### config.mk
export PLATFORM = sky130hd
export DESIGN_NAME = nor_id_probe
export DESIGN_NICKNAME = d
export VERILOG_FILES = /design/src/rtl/nor_probe_pkg.sv /design/src/rtl/nor_id_classify.sv /design/src/rtl/nor_probe_seq.sv /design/src/rtl/nor_id_probe.sv
export SDC_FILE = /design/constraint.sdc
export NUM_CORES = 1
export LEC_CHECK = 0
export BUFFER_PORTS_ARGS = -buffer_cell sky130_fd_sc_hd__buf_2
export CAP_MARGIN = 20
export CORE_ASPECT_RATIO = 0.8
export CORE_MARGIN = 2
export CORE_UTILIZATION = 48
export CTS_CLUSTER_SIZE = 24
export DETAILED_ROUTE_END_ITERATION = 8
export GPL_ROUTABILITY_DRIVEN = 0
export HOLD_SLACK_MARGIN = 0.05
export MAX_ROUTING_LAYER = met4
export PLACE_DENSITY_LB_ADDON = 0.08
export SETUP_SLACK_MARGIN = 0.2
export SYNTH_ARGS = -nofsm -noshare
export SYNTH_HDL_FRONTEND = slang
export SYNTH_HIERARCHICAL = 1
export SYNTH_SLANG_ARGS = --single-unit
### constraint.sdc
create_clock -name clk -period 2.5 [get_ports clk]
set_input_delay 0.125 -clock clk [delete_from_list [all_inputs] [get_ports clk]]
set_output_delay 0.125 -clock clk [all_outputs]
set_load 0.01 [all_outputs]
### src/rtl/nor_probe_pkg.sv
package nor_probe_pkg;

    typedef enum logic [1:0] {
        FAM_NONE   = 2'd0,
        FAM_UNLOCK = 2'd1,
        FAM_STATUS = 2'd2
    } fam_e;

    typedef enum logic [3:0] {
        S_IDLE,
        S_UNLOCK_A,
        S_UNLOCK_B,
        S_AUTOSEL,
        S_READ_MFR,
        S_READ_DEV,
        S_DECIDE,
        S_EXIT_CMD,
        S_FINISH
    } state_e;

    localparam logic [11:0] OFS_A = 12'h555;
    localparam logic [11:0] OFS_B = 12'h2AA;

    localparam logic [7:0] CMD_UNLOCK_A = 8'hAA;
    localparam logic [7:0] CMD_UNLOCK_B = 8'h55;
    localparam logic [7:0] CMD_AUTOSEL  = 8'h90;
    localparam logic [7:0] CMD_READ_UL  = 8'hF0;
    localparam logic [7:0] CMD_READ_SR  = 8'hFF;

    // Default part table, entry i in slice i (entry 0 rightmost).
    localparam int TBL_N = 10;
    localparam logic [TBL_N*8-1:0]  TBL_MFR  = {8'h89, 8'h89, 8'h89, 8'h89, 8'h89,
                                                8'h89, 8'h89, 8'h89, 8'h01, 8'h01};
    localparam logic [TBL_N*16-1:0] TBL_CODE = {16'h8899, 16'h88CD, 16'h8897, 16'h88C5, 16'h8891,
                                                16'h88C3, 16'h8893, 16'h88C1, 16'h22D7, 16'h22DA};
    localparam logic [TBL_N*5-1:0]  TBL_LOG2 = {5'd23, 5'd23, 5'd22, 5'd22, 5'd21,
                                                5'd21, 5'd20, 5'd20, 5'd23, 5'd20};
    localparam logic [TBL_N*8-1:0]  TBL_SECT = {8'd135, 8'd135, 8'd71, 8'd71, 8'd39,
                                                8'd39,  8'd23,  8'd23, 8'd128, 8'd19};

endpackage

### src/rtl/nor_id_classify.sv
module nor_id_classify
    import nor_probe_pkg::*;
#(
    parameter int BUS_W = 32,
    parameter int N_DEV = TBL_N,
    parameter int IDX_W = 4,
    parameter logic [7:0] MFR_UNLOCK = 8'h01,
    parameter logic [7:0] MFR_STATUS = 8'h89,
    parameter logic [N_DEV*8-1:0]  DEV_MFR  = TBL_MFR,
    parameter logic [N_DEV*16-1:0] DEV_CODE = TBL_CODE,
    parameter logic [N_DEV*5-1:0]  DEV_LOG2 = TBL_LOG2,
    parameter logic [N_DEV*8-1:0]  DEV_SECT = TBL_SECT
) (
    input  logic [7:0]       mfr_byte,
    input  logic [BUS_W-1:0] dev_word,
    output logic             mfr_known,
    output fam_e             family,
    output logic             hit,
    output logic [IDX_W-1:0] idx,
    output logic [31:0]      size_bytes,
    output logic [7:0]       sectors
);

    localparam int LANES   = BUS_W / 16;
    localparam int LANE_SH = (LANES > 1) ? $clog2(LANES) : 0;

    logic [N_DEV-1:0] match;
    logic [4:0]       log2_sel;

    always_comb begin
        if (mfr_byte == MFR_UNLOCK)      family = FAM_UNLOCK;
        else if (mfr_byte == MFR_STATUS) family = FAM_STATUS;
        else                             family = FAM_NONE;
    end

    assign mfr_known = (family != FAM_NONE);

    // One comparator per table entry; the device word must carry the code in every lane.
    for (genvar i = 0; i < N_DEV; i++) begin : g_entry
        assign match[i] = mfr_known
                       && (DEV_MFR[i*8 +: 8] == mfr_byte)
                       && (dev_word == {LANES{DEV_CODE[i*16 +: 16]}});
    end

    always_comb begin
        hit      = 1'b0;
        idx      = '0;
        log2_sel = '0;
        sectors  = '0;
        for (int i = N_DEV - 1; i >= 0; i--) begin
            if (match[i]) begin
                hit      = 1'b1;
                idx      = IDX_W'(i);
                log2_sel = DEV_LOG2[i*5 +: 5];
                sectors  = DEV_SECT[i*8 +: 8];
            end
        end
    end

    assign size_bytes = hit ? (32'd1 << (6'(log2_sel) + 6'(LANE_SH))) : 32'd0;

endmodule

### src/rtl/nor_probe_seq.sv
module nor_probe_seq
    import nor_probe_pkg::*;
#(
    parameter int BUS_W  = 32,
    parameter int ADDR_W = 20
) (
    input  logic              clk,
    input  logic              rst_n,
    input  logic              start,
    input  logic              mfr_known,
    input  logic              dev_hit,
    input  fam_e              family,
    input  logic              bus_ready,
    input  logic [BUS_W-1:0]  bus_rdata,
    output logic              bus_valid,
    output logic              bus_we,
    output logic [ADDR_W-1:0] bus_addr,
    output logic [BUS_W-1:0]  bus_wdata,
    output logic [7:0]        mfr_q,
    output logic [BUS_W-1:0]  dev_q,
    output logic              commit,
    output logic              busy,
    output logic              done
);

    localparam int LANES = BUS_W / 16;

    state_e state, state_nx;

    function automatic logic [BUS_W-1:0] lanes(input logic [7:0] b);
        return {LANES{8'h00, b}};
    endfunction

    // State register
    always_ff @(posedge clk or negedge rst_n) begin
        if (!rst_n) state <= S_IDLE;
        else        state <= state_nx;
    end

    // Next-state logic
    always_comb begin
        state_nx = state;
        unique case (state)
            S_IDLE:     if (start)     state_nx = S_UNLOCK_A;
            S_UNLOCK_A: if (bus_ready) state_nx = S_UNLOCK_B;
            S_UNLOCK_B: if (bus_ready) state_nx = S_AUTOSEL;
            S_AUTOSEL:  if (bus_ready) state_nx = S_READ_MFR;
            S_READ_MFR: if (bus_ready) state_nx = S_READ_DEV;
            S_READ_DEV: begin
                if (!mfr_known)     state_nx = S_FINISH;
                else if (bus_ready) state_nx = S_DECIDE;
            end
            S_DECIDE:   state_nx = dev_hit ? S_EXIT_CMD : S_FINISH;
            S_EXIT_CMD: if (bus_ready) state_nx = S_FINISH;
            S_FINISH:   state_nx = S_IDLE;
            default:    state_nx = S_IDLE;
        endcase
    end

    // Outputs
    always_comb begin
        bus_valid = 1'b0;
        bus_we    = 1'b0;
        bus_addr  = '0;
        bus_wdata = '0;
        commit    = 1'b0;
        done      = 1'b0;
        busy      = (state != S_IDLE);
        unique case (state)
            S_IDLE: ;
            S_UNLOCK_A: begin
                bus_valid = 1'b1; bus_we = 1'b1;
                bus_addr  = ADDR_W'(OFS_A); bus_wdata = lanes(CMD_UNLOCK_A);
            end
            S_UNLOCK_B: begin
                bus_valid = 1'b1; bus_we = 1'b1;
                bus_addr  = ADDR_W'(OFS_B); bus_wdata = lanes(CMD_UNLOCK_B);
            end
            S_AUTOSEL: begin
                bus_valid = 1'b1; bus_we = 1'b1;
                bus_addr  = ADDR_W'(OFS_A); bus_wdata = lanes(CMD_AUTOSEL);
            end
            S_READ_MFR: begin
                bus_valid = 1'b1;
                bus_addr  = ADDR_W'(0);
            end
            S_READ_DEV: begin
                bus_valid = mfr_known;
                bus_addr  = ADDR_W'(1);
                commit    = !mfr_known;
            end
            S_DECIDE: commit = 1'b1;
            S_EXIT_CMD: begin
                bus_valid = 1'b1; bus_we = 1'b1;
                bus_addr  = ADDR_W'(0);
                bus_wdata = lanes((family == FAM_UNLOCK) ? CMD_READ_UL : CMD_READ_SR);
            end
            S_FINISH: done = 1'b1;
            default: ;
        endcase
    end

    // Captured identification words
    always_ff @(posedge clk or negedge rst_n) begin
        if (!rst_n) begin
            mfr_q <= '0;
            dev_q <= '0;
        end else begin
            if (state == S_READ_MFR && bus_ready) mfr_q <= bus_rdata[7:0];
            if (state == S_READ_DEV && bus_valid && bus_ready) dev_q <= bus_rdata;
        end
    end

    p_hold_r7: assert property (@(posedge clk) disable iff (!rst_n)
        (bus_valid && !bus_ready) |=> (bus_valid && $stable(bus_addr)
                                       && $stable(bus_wdata) && $stable(bus_we)));

    p_done_pulse_r8: assert property (@(posedge clk) disable iff (!rst_n)
        done |=> !done);

    p_busy_fall_r8: assert property (@(posedge clk) disable iff (!rst_n)
        $fell(busy) |-> $past(done));

    p_exit_needs_hit_r6: assert property (@(posedge clk) disable iff (!rst_n)
        (bus_valid && bus_we && busy && $past(state) == S_DECIDE) |-> dev_hit);

    p_quiet_idle_r9: assert property (@(posedge clk) disable iff (!rst_n)
        !busy |-> !bus_valid);

    if (BUS_W > 16) begin : g_lane_chk
        p_lane_copy_r1: assert property (@(posedge clk) disable iff (!rst_n)
            (bus_valid && bus_we) |-> (bus_wdata[15:0] == bus_wdata[BUS_W-1 -: 16]));
    end

endmodule

### src/rtl/nor_id_probe.sv
module nor_id_probe
    import nor_probe_pkg::*;
#(
    parameter int BUS_W  = 32,
    parameter int ADDR_W = 20,
    parameter int N_DEV  = TBL_N,
    parameter logic [7:0] MFR_UNLOCK = 8'h01,
    parameter logic [7:0] MFR_STATUS = 8'h89,
    parameter logic [N_DEV*8-1:0]  DEV_MFR  = TBL_MFR,
    parameter logic [N_DEV*16-1:0] DEV_CODE = TBL_CODE,
    parameter logic [N_DEV*5-1:0]  DEV_LOG2 = TBL_LOG2,
    parameter logic [N_DEV*8-1:0]  DEV_SECT = TBL_SECT,
    localparam int IDX_W = (N_DEV > 1) ? $clog2(N_DEV) : 1
) (
    input  logic              clk,
    input  logic              rst_n,
    input  logic              start,
    output logic              busy,
    output logic              done,
    output logic              unknown,
    output logic [1:0]        family,
    output logic [IDX_W-1:0]  dev_type,
    output logic [31:0]       size_bytes,
    output logic [7:0]        sect_count,
    output logic              bus_valid,
    output logic              bus_we,
    output logic [ADDR_W-1:0] bus_addr,
    output logic [BUS_W-1:0]  bus_wdata,
    input  logic              bus_ready,
    input  logic [BUS_W-1:0]  bus_rdata
);

    logic [7:0]       mfr_q;
    logic [BUS_W-1:0] dev_q;
    logic             commit;
    logic             mfr_known;
    logic             dev_hit;
    fam_e             fam_c;
    logic [IDX_W-1:0] idx_c;
    logic [31:0]      size_c;
    logic [7:0]       sect_c;

    nor_probe_seq #(.BUS_W(BUS_W), .ADDR_W(ADDR_W)) u_seq (
        .clk       (clk),
        .rst_n     (rst_n),
        .start     (start),
        .mfr_known (mfr_known),
        .dev_hit   (dev_hit),
        .family    (fam_c),
        .bus_ready (bus_ready),
        .bus_rdata (bus_rdata),
        .bus_valid (bus_valid),
        .bus_we    (bus_we),
        .bus_addr  (bus_addr),
        .bus_wdata (bus_wdata),
        .mfr_q     (mfr_q),
        .dev_q     (dev_q),
        .commit    (commit),
        .busy      (busy),
        .done      (done)
    );

    nor_id_classify #(
        .BUS_W(BUS_W), .N_DEV(N_DEV), .IDX_W(IDX_W),
        .MFR_UNLOCK(MFR_UNLOCK), .MFR_STATUS(MFR_STATUS),
        .DEV_MFR(DEV_MFR), .DEV_CODE(DEV_CODE),
        .DEV_LOG2(DEV_LOG2), .DEV_SECT(DEV_SECT)
    ) u_cls (
        .mfr_byte   (mfr_q),
        .dev_word   (dev_q),
        .mfr_known  (mfr_known),
        .family     (fam_c),
        .hit        (dev_hit),
        .idx        (idx_c),
        .size_bytes (size_c),
        .sectors    (sect_c)
    );

    // Result registers, loaded once per probe
    always_ff @(posedge clk or negedge rst_n) begin
        if (!rst_n) begin
            unknown    <= 1'b0;
            family     <= FAM_NONE;
            dev_type   <= '0;
            size_bytes <= '0;
            sect_count <= '0;
        end else if (commit) begin
            unknown    <= !dev_hit;
            family     <= dev_hit ? fam_c : FAM_NONE;
            dev_type   <= dev_hit ? idx_c : '0;
            size_bytes <= size_c;
            sect_count <= sect_c;
        end
    end

    p_unknown_empty_r5: assert property (@(posedge clk) disable iff (!rst_n)
        (done && unknown) |-> (size_bytes == 32'd0 && sect_count == 8'd0 && family == 2'd0));

    p_result_steady_r4: assert property (@(posedge clk) disable iff (!rst_n)
        !busy |=> ($stable(size_bytes) && $stable(sect_count) && $stable(unknown)));

endmodule

Word level (Yosys, flattened, before mapping)
Cells that the tools add are included.

storage, ports and cells
  register bits after elaboration = 91
  latch bits = 0
  memory bits (writable) = 0
  memory bits (read-only) = 0
  input port bits = 36
  memories kept = 0

operators by class
  add/sub/neg operators = 1
  multipliers = 0
  divide/modulo/power cells = 0
  $lt $le $gt $ge = 0
  eq/ne operators = 30
  shift-type cells = 1
  multiplexer cells = 62
  bitwise logic cells = 0
  reductions and logical operators = 24

operator list
  operator              number
  $eq 32x32->1 const B  8
  $pmux 24 s4           1
  $mux 4                21
  $mux 8                10
  $eq 32x30->1 const B  2
  $mux 5                10
  $pmux 11 s3           1
  $mux 32               1
  $pmux 4 s8            1
  $shl 1x6->32 const A  1
  $eq 4x3->1 const B    4
  $logic_and 1x1->1     15
  $mux 1                12
  $ne 2x2->1 const B    6
  $eq 1x8->1 const A    1
  $eq 4x2->1 const B    2
  $eq 8x1->1 const B    1
  $eq 8x8->1 const A    1
  $eq 8x8->1 const B    1
  $reduce_and 7->1      1
  $add 5x1->6 const B   1
  $mux 2                3
  $reduce_or 5->1       1
  $eq 4x1->1 const B    1
  10 further kinds      12

Logic depth before layout (Yosys ltp)
  depth after elaboration = 19
  gate-level depth with buffers = 10
  depth with buffers taken out = 9

Hierarchy
Netlist, hierarchy kept.

modules (own cells, without submodules)
  module           times used  cells each  area each (sq um)  sequential area each (sq um)
  nor_probe_seq    1           194         2268.4             1101.1
  nor_id_probe     1           113         1953.1             1176.1
  nor_id_classify  1           105         753.2              0.0

Worst setup path before layout
OpenSTA, ideal clock, no wires.

  path kind = register to register
  start = register u_seq.mfr_q[2]
  end = register u_seq.state[0]
  library setup time = 66 ps
  arrival time = 2292 ps
  data required time = 2434 ps
  slack = 142 ps
  cell stages (with the launch flop) = 10
  path buffers = 0
  clock period less this slack = 2358 ps
  path through = dfrtp_1 > nor4_4 > nand3_2 > or3b_4 > nor4_4 > or3_1 > nand2b_1 > nand2_1 > a211oi_1 > mux2_1

between the ends
  longest elaborated chain between the ends = 18
  elaborated cells on any way between the ends = 34
  those cells by class = eq/ne (5); mux (15); reduce/logical (14)

ends and longest elaborated chain
  item                    RTL line                                      RTL
  from (decl)             nor_probe_seq.sv:19                           output logic [7:0] mfr_q,
  from (signal assigned)  nor_probe_seq.sv:109                          if (state == S_READ_MFR && bus_ready) mfr_q <= bus_rdata[7:0];
  $eq 8x8->1              nor_id_classify.sv:32, nor_id_classify.sv:41
  $mux 2                  nor_id_classify.sv:32                         else if (mfr_byte == MFR_STATUS) family = FAM_STATUS;
  $mux 2                  nor_id_classify.sv:31                         if (mfr_byte == MFR_UNLOCK) family = FAM_UNLOCK;
  $reduce_bool 2->1       nor_id_classify.sv:36                         assign mfr_known = (family != FAM_NONE);
  $logic_and 1x1->1       nor_id_classify.sv:41                         && (DEV_MFR[i*8 +: 8] == mfr_byte)
  $logic_and 1x1->1       nor_id_classify.sv:42                         && (dev_word == {LANES{DEV_CODE[i*16 +: 16]}});
  $mux 1 (9 in a row)     nor_id_classify.sv:51                         if (match[i]) begin
  $mux 1 *                nor_id_classify.sv:51
  net dev_hit             nor_id_probe.sv:37                            logic dev_hit;
  $mux 4 *                nor_probe_seq.sv:53                           S_DECIDE: state_nx = dev_hit ? S_EXIT_CMD : S_FINISH;
  $pmux 4 s8 *            nor_probe_seq.sv:43                           unique case (state)
  to (signal assigned)    nor_probe_seq.sv:37                           else state <= state_nx;
  to (decl)               nor_probe_seq.sv:28                           state_e state, state_nx;

The timed path passes the listed nets; every way through them passes the cells marked *.
A chain may end at the register's enable or synchronous reset.

Worst setup path in the final report
  start = register u_seq.dev_q[25]
  end = register u_seq.state[0]

between the ends
  longest elaborated chain between the ends = 14
  elaborated cells on any way between the ends = 32
  those cells by class = eq/ne (10); mux (12); reduce/logical (10)

ends and longest elaborated chain
  item                    RTL line               RTL
  from (decl)             nor_probe_seq.sv:20    output logic [BUS_W-1:0] dev_q,
  from (signal assigned)  nor_probe_seq.sv:110   if (state == S_READ_DEV && bus_valid && bus_ready) dev_q <= bus_rdata;
  $eq 32x32->1            nor_id_classify.sv:42
  $logic_and 1x1->1       nor_id_classify.sv:42
  $mux 1 (9 in a row)     nor_id_classify.sv:51
  $mux 1 *                nor_id_classify.sv:51
  net dev_hit             nor_id_probe.sv:37
  $mux 4 *                nor_probe_seq.sv:53
  $pmux 4 s8 *            nor_probe_seq.sv:43

Marked as above.

==> results by stage <==
Placed design:
- The number of buffers inserted by port buffering is 113.
- The half-perimeter wire length after detailed placement is 6920 um.
- The placed instance area is 0.00538 mm2.
- The cell total after placement is 641.
- Timing analysis after detailed placement gives a worst setup slack of -41.9 ps.

Clock tree:
- The clock root buffer is sky130_fd_sc_hd__clkbuf_16.
- TritonCTS built the clock tree.
- The clock reaches the later pin of the worst-skew pair after 330 ps.
- The clock buffer count from CTS is 9.
- After clock tree synthesis, the clock-pin slew on the worst setup and hold paths is 60 ps.
- The H-tree generated during clock tree synthesis spans 3 levels.
- The clock sink count is 91.
- The number of buffers between clock root and the deepest sink is 2.

Floorplanning:
- Measured along the x axis, the die boundary spans 118 um.
- For this configuration, the core starts out at a cell density of 0.490.
- The die boundary height is 95.1 um.
- The floorplan die area is 0.0112 mm2.
- The total core area is 0.0102 mm2.
- Pin placement for this block handled 139 I/O pins.
- Row generation in the floorplan step produced 33 rows.

Synthesis:
- The number of flops mapped to enable cells by yosys is 0.
- The number of distinct library cells after synthesis is 56.
- Summed over all instances, the cell type with the most area after synthesis is sky130_fd_sc_hd__dfrtp_1.
- By area the synthesized netlist is led by sky130_fd_sc_hd__dfrtp_1 (46%), sky130_fd_sc_hd__buf_4 (11%), sky130_fd_sc_hd__mux2_4 (11%).
- The share of async-settable or async-resettable flops after synthesis is 1.00.
- Synthesis handed over a netlist of 412 instances.
- Yosys printed 6 warnings.
- Among all flip-flop cells after synthesis, the most frequent one is sky130_fd_sc_hd__dfrtp_1.
- The part of the Yosys area used for sequential elements is 0.458.
- The register bit total from synthesis is 91.
- The synthesized area per cell is 12.1 um2.
- The cell area that synthesis handed to floorplanning was 0.00497 mm2.
- The area share of the largest cell type after synthesis is 0.458.

Flow run:
- The max-capacitance violation count is 0.

Layout:
- From synthesis to final layout, the design area changed by 23.8%.
- In the layout the commonest cells are sky130_fd_sc_hd__buf_2 (112), sky130_fd_sc_hd__dfrtp_1 (91), sky130_fd_sc_hd__conb_1 (54), sky130_fd_sc_hd__mux2_2 (41), sky130_fd_sc_hd__mux2_4 (39).
- The share of post-route cells with drive strength above 1 is 0.477.
- After routing the design area is 0.00616 mm2.
- At the end of the flow the core is filled with cells to 0.606.
- At the end of the flow, the number of nets in the layout was 588.
- Summing all flip-flop and latch instances after layout gives 0.00228 mm2.
- The number of diodes added for antenna fixing is 0.
- The final cell count without fillers is 696.
- The combined area of the multi-input logic cells is 0.00229 mm2.
- Leaving out fill and tap cells, the most frequent cell in the layout is sky130_fd_sc_hd__buf_2.
- The total of fill cells in the finished design is 864.

STA:
- The final worst-path cycle share is 0.952.
- The transition time at the pin with the least slew margin is 563 ps.
- The count of final max-slew check failures is 0.
- The final worst setup slack is 121 ps.
- The number of setup violations in the final report is 0.
- The remaining max-slew budget at the tightest pin is 0.625.
- Setup repair after global routing could not meet its margin everywhere.
- Timing would allow up to 420 MHz.
- The number of hold violations in the final report is 0.
- Subtracting the final worst setup slack from the clock period gives 2380 ps.
- Clock skew on the completed layout was measured at 6.79 ps.

Detailed routing:
- For this run, design rule violations remaining after detail routing come to 0.
- The total detailed-routing wirelength is 9930 um.
- After detailed routing, the number of vias per cell comes to 4.85.
- The vias after detailed routing is 3376.
- The wire length per cell after detailed routing is 14.3 um.
- The first TritonRoute pass finished after 4 iterations.
- The number of antenna-violating nets in the routed design is 0.
- The first routing iteration left 121 violations.

Global route:
- The pin count of the biggest net entering global routing is 53.
- The initial antenna violation count is 0.
- The total global-route track usage is 0.190.
- The via count of the first global-routing pass is 3256.
- The first global-routing pass estimated 16300 um of wire.
- After global routing the overflow that remains totals 0.

Critical path:
- Traced cell by cell, the critical path runs through nor4bb_1 > nand2_1 > or3_4 > a41oi_2 > or3_4 > nand2b_4 > nand2_2 > a211oi_2 > mux2_4.
- The reg-to-reg setup timing slack is 120 ps.
- The reg-to-reg critical path endpoint is u_seq/state[0]$_DFFE_PN0P_.
- The critical path contains buffers and inverters numbering 0 combined.
- The data required time of the worst path is 2770 ps.
- The kind of cell with the highest combined delay along the critical path is simple AND/OR/NAND/NOR gates.
- The startpoint of the most critical register-to-register path is u_seq/dev_q[25]$_DFFE_PN0P_.
- On the worst path, the slowest cell contributes a delay of 430 ps.
- In this design, the critical path's most frequently occurring cell is sky130_fd_sc_hd__or3_4.
- The cell type of the slowest stage on the worst timing path is sky130_fd_sc_hd__dfrtp_1.
- The worst-path maximum fanout is 3.
- For the worst setup path, the data arrival time is 2650 ps.
- The worst setup path is captured at a register.
- The setup path with the least slack is of type register to register.
- The sort of element at the start of the critical path is a register.
- The worst reg-to-reg path cell count is 9.

Min path:
- The hold path endpoint is u_seq/dev_q[1]$_DFFE_PN0P_.
- The class of the worst hold path is input pin to register.
- The cell depth of the worst min-delay path is 2.
- The startpoint of the worst hold path is bus_rdata[1].

Pwr:
- The maximum vdd drop is 0.506 mV.
- Dividing total power by cell area gives a power density of 961 mW/mm2.
- The static leakage power is 3.04 nW.

Status:
- The flow ran to the end, and the final reports show no timing, DRC or antenna violations.
-- worst max path at each step --
stage / from / endpoint / slack [ps] / cells after the start
finish: u_seq/dev_q[25]$_DFFE_PN0P_ / u_seq/state[0]$_DFFE_PN0P_ / 120 / 9
global route: u_seq/dev_q[26]$_DFFE_PN0P_ / u_seq/state[0]$_DFFE_PN0P_ / 20 / 10
CTS: u_seq/mfr_q[6]$_DFFE_PN0P_ / u_seq/state[0]$_DFFE_PN0P_ / 170 / 9
detailed placement: u_seq/dev_q[14]$_DFFE_PN0P_ / u_seq/state[0]$_DFFE_PN0P_ / -40 / 9
global placement: u_seq/dev_q[14]$_DFFE_PN0P_ / u_seq/state[0]$_DFFE_PN0P_ / 60 / 9
floorplan: u_seq/mfr_q[2]$_DFFE_PN0P_ / u_seq/state[0]$_DFFE_PN0P_ / 210 / 9
-- synth_stat cells (all sizes together), types with 4 or more instances --
master and instances:
o21ai 12, a21oi 10, nor2b 4, buf 84, nor4 8, mux2 82, nand2b 8, nor3 13
or3 4, nand2 12, nor2 14, nand3 11, inv 14, dfrtp 91, clkbuf 4
-- cells by family after synthesis --
group	synth area share
buf+inv	0.150
simple gates	0.126
flops	0.458
mux	0.216
compound gates	0.0496
other cells	0.00151
-- per-layer routing --
layer / vias to the layer above / routed length, um / GRT usage
li1: 1588 / - / -
met1: 1650 / 4590 / 0.248
met2: 126 / 4650 / 0.293
met3: 12 / 564 / 0.0484
met4: 0 / 118 / 0.0612
met5: - / 0 / -
-- stage by stage --
stage               power (mW)  TNS (ps)  hold WS, ps
floorplan                 4.03         0         -171
global placement          4.50         0          142
detailed placement        4.54     -41.9          151
CTS                       5.94         0         51.3
global route              6.30         0         50.0
finish                    5.92         0         56.6
-- what timing repair did --
item                                    CTS  global route
hold buffers                             31             0
resized for setup                        18             9
setup buffers                             6             3
pin swaps                                14             9
endpoints found under the hold margin    74             0
endpoints found under the setup margin    8            13
-- report_power, final --
group / switching, mW / total [mW] / internal, mW / leakage, nW
Combinational: 1.12 / 2.44 / 1.32 / 1.72
Sequential: 0.345 / 2.24 / 1.90 / 1.18
Clock: 0.542 / 1.24 / 0.696 / 0.132
-- flip-flops by register name, summed over array words and instances (netlist names) --
signal,flops
sect_count,8
family,2
dev_type,4
unknown,1
u_seq/mfr_q,8
u_seq/state,4
u_seq/dev_q,32
size_bytes,32
-- cell type report --
| class | instances | area share |
|---|---|---|
| Tap cell | 140 | 0.0284 |
| Inverter | 14 | 0.00853 |
| Clock buffer | 11 | 0.0394 |
| Clock inverter | 4 | 0.00427 |
| Multi-Input combinational cell | 271 | 0.372 |
| Sequential cell | 91 | 0.370 |
| Timing Repair Buffer | 165 | 0.177 |
No activity file was read; power rests on OpenSTA's default activity.
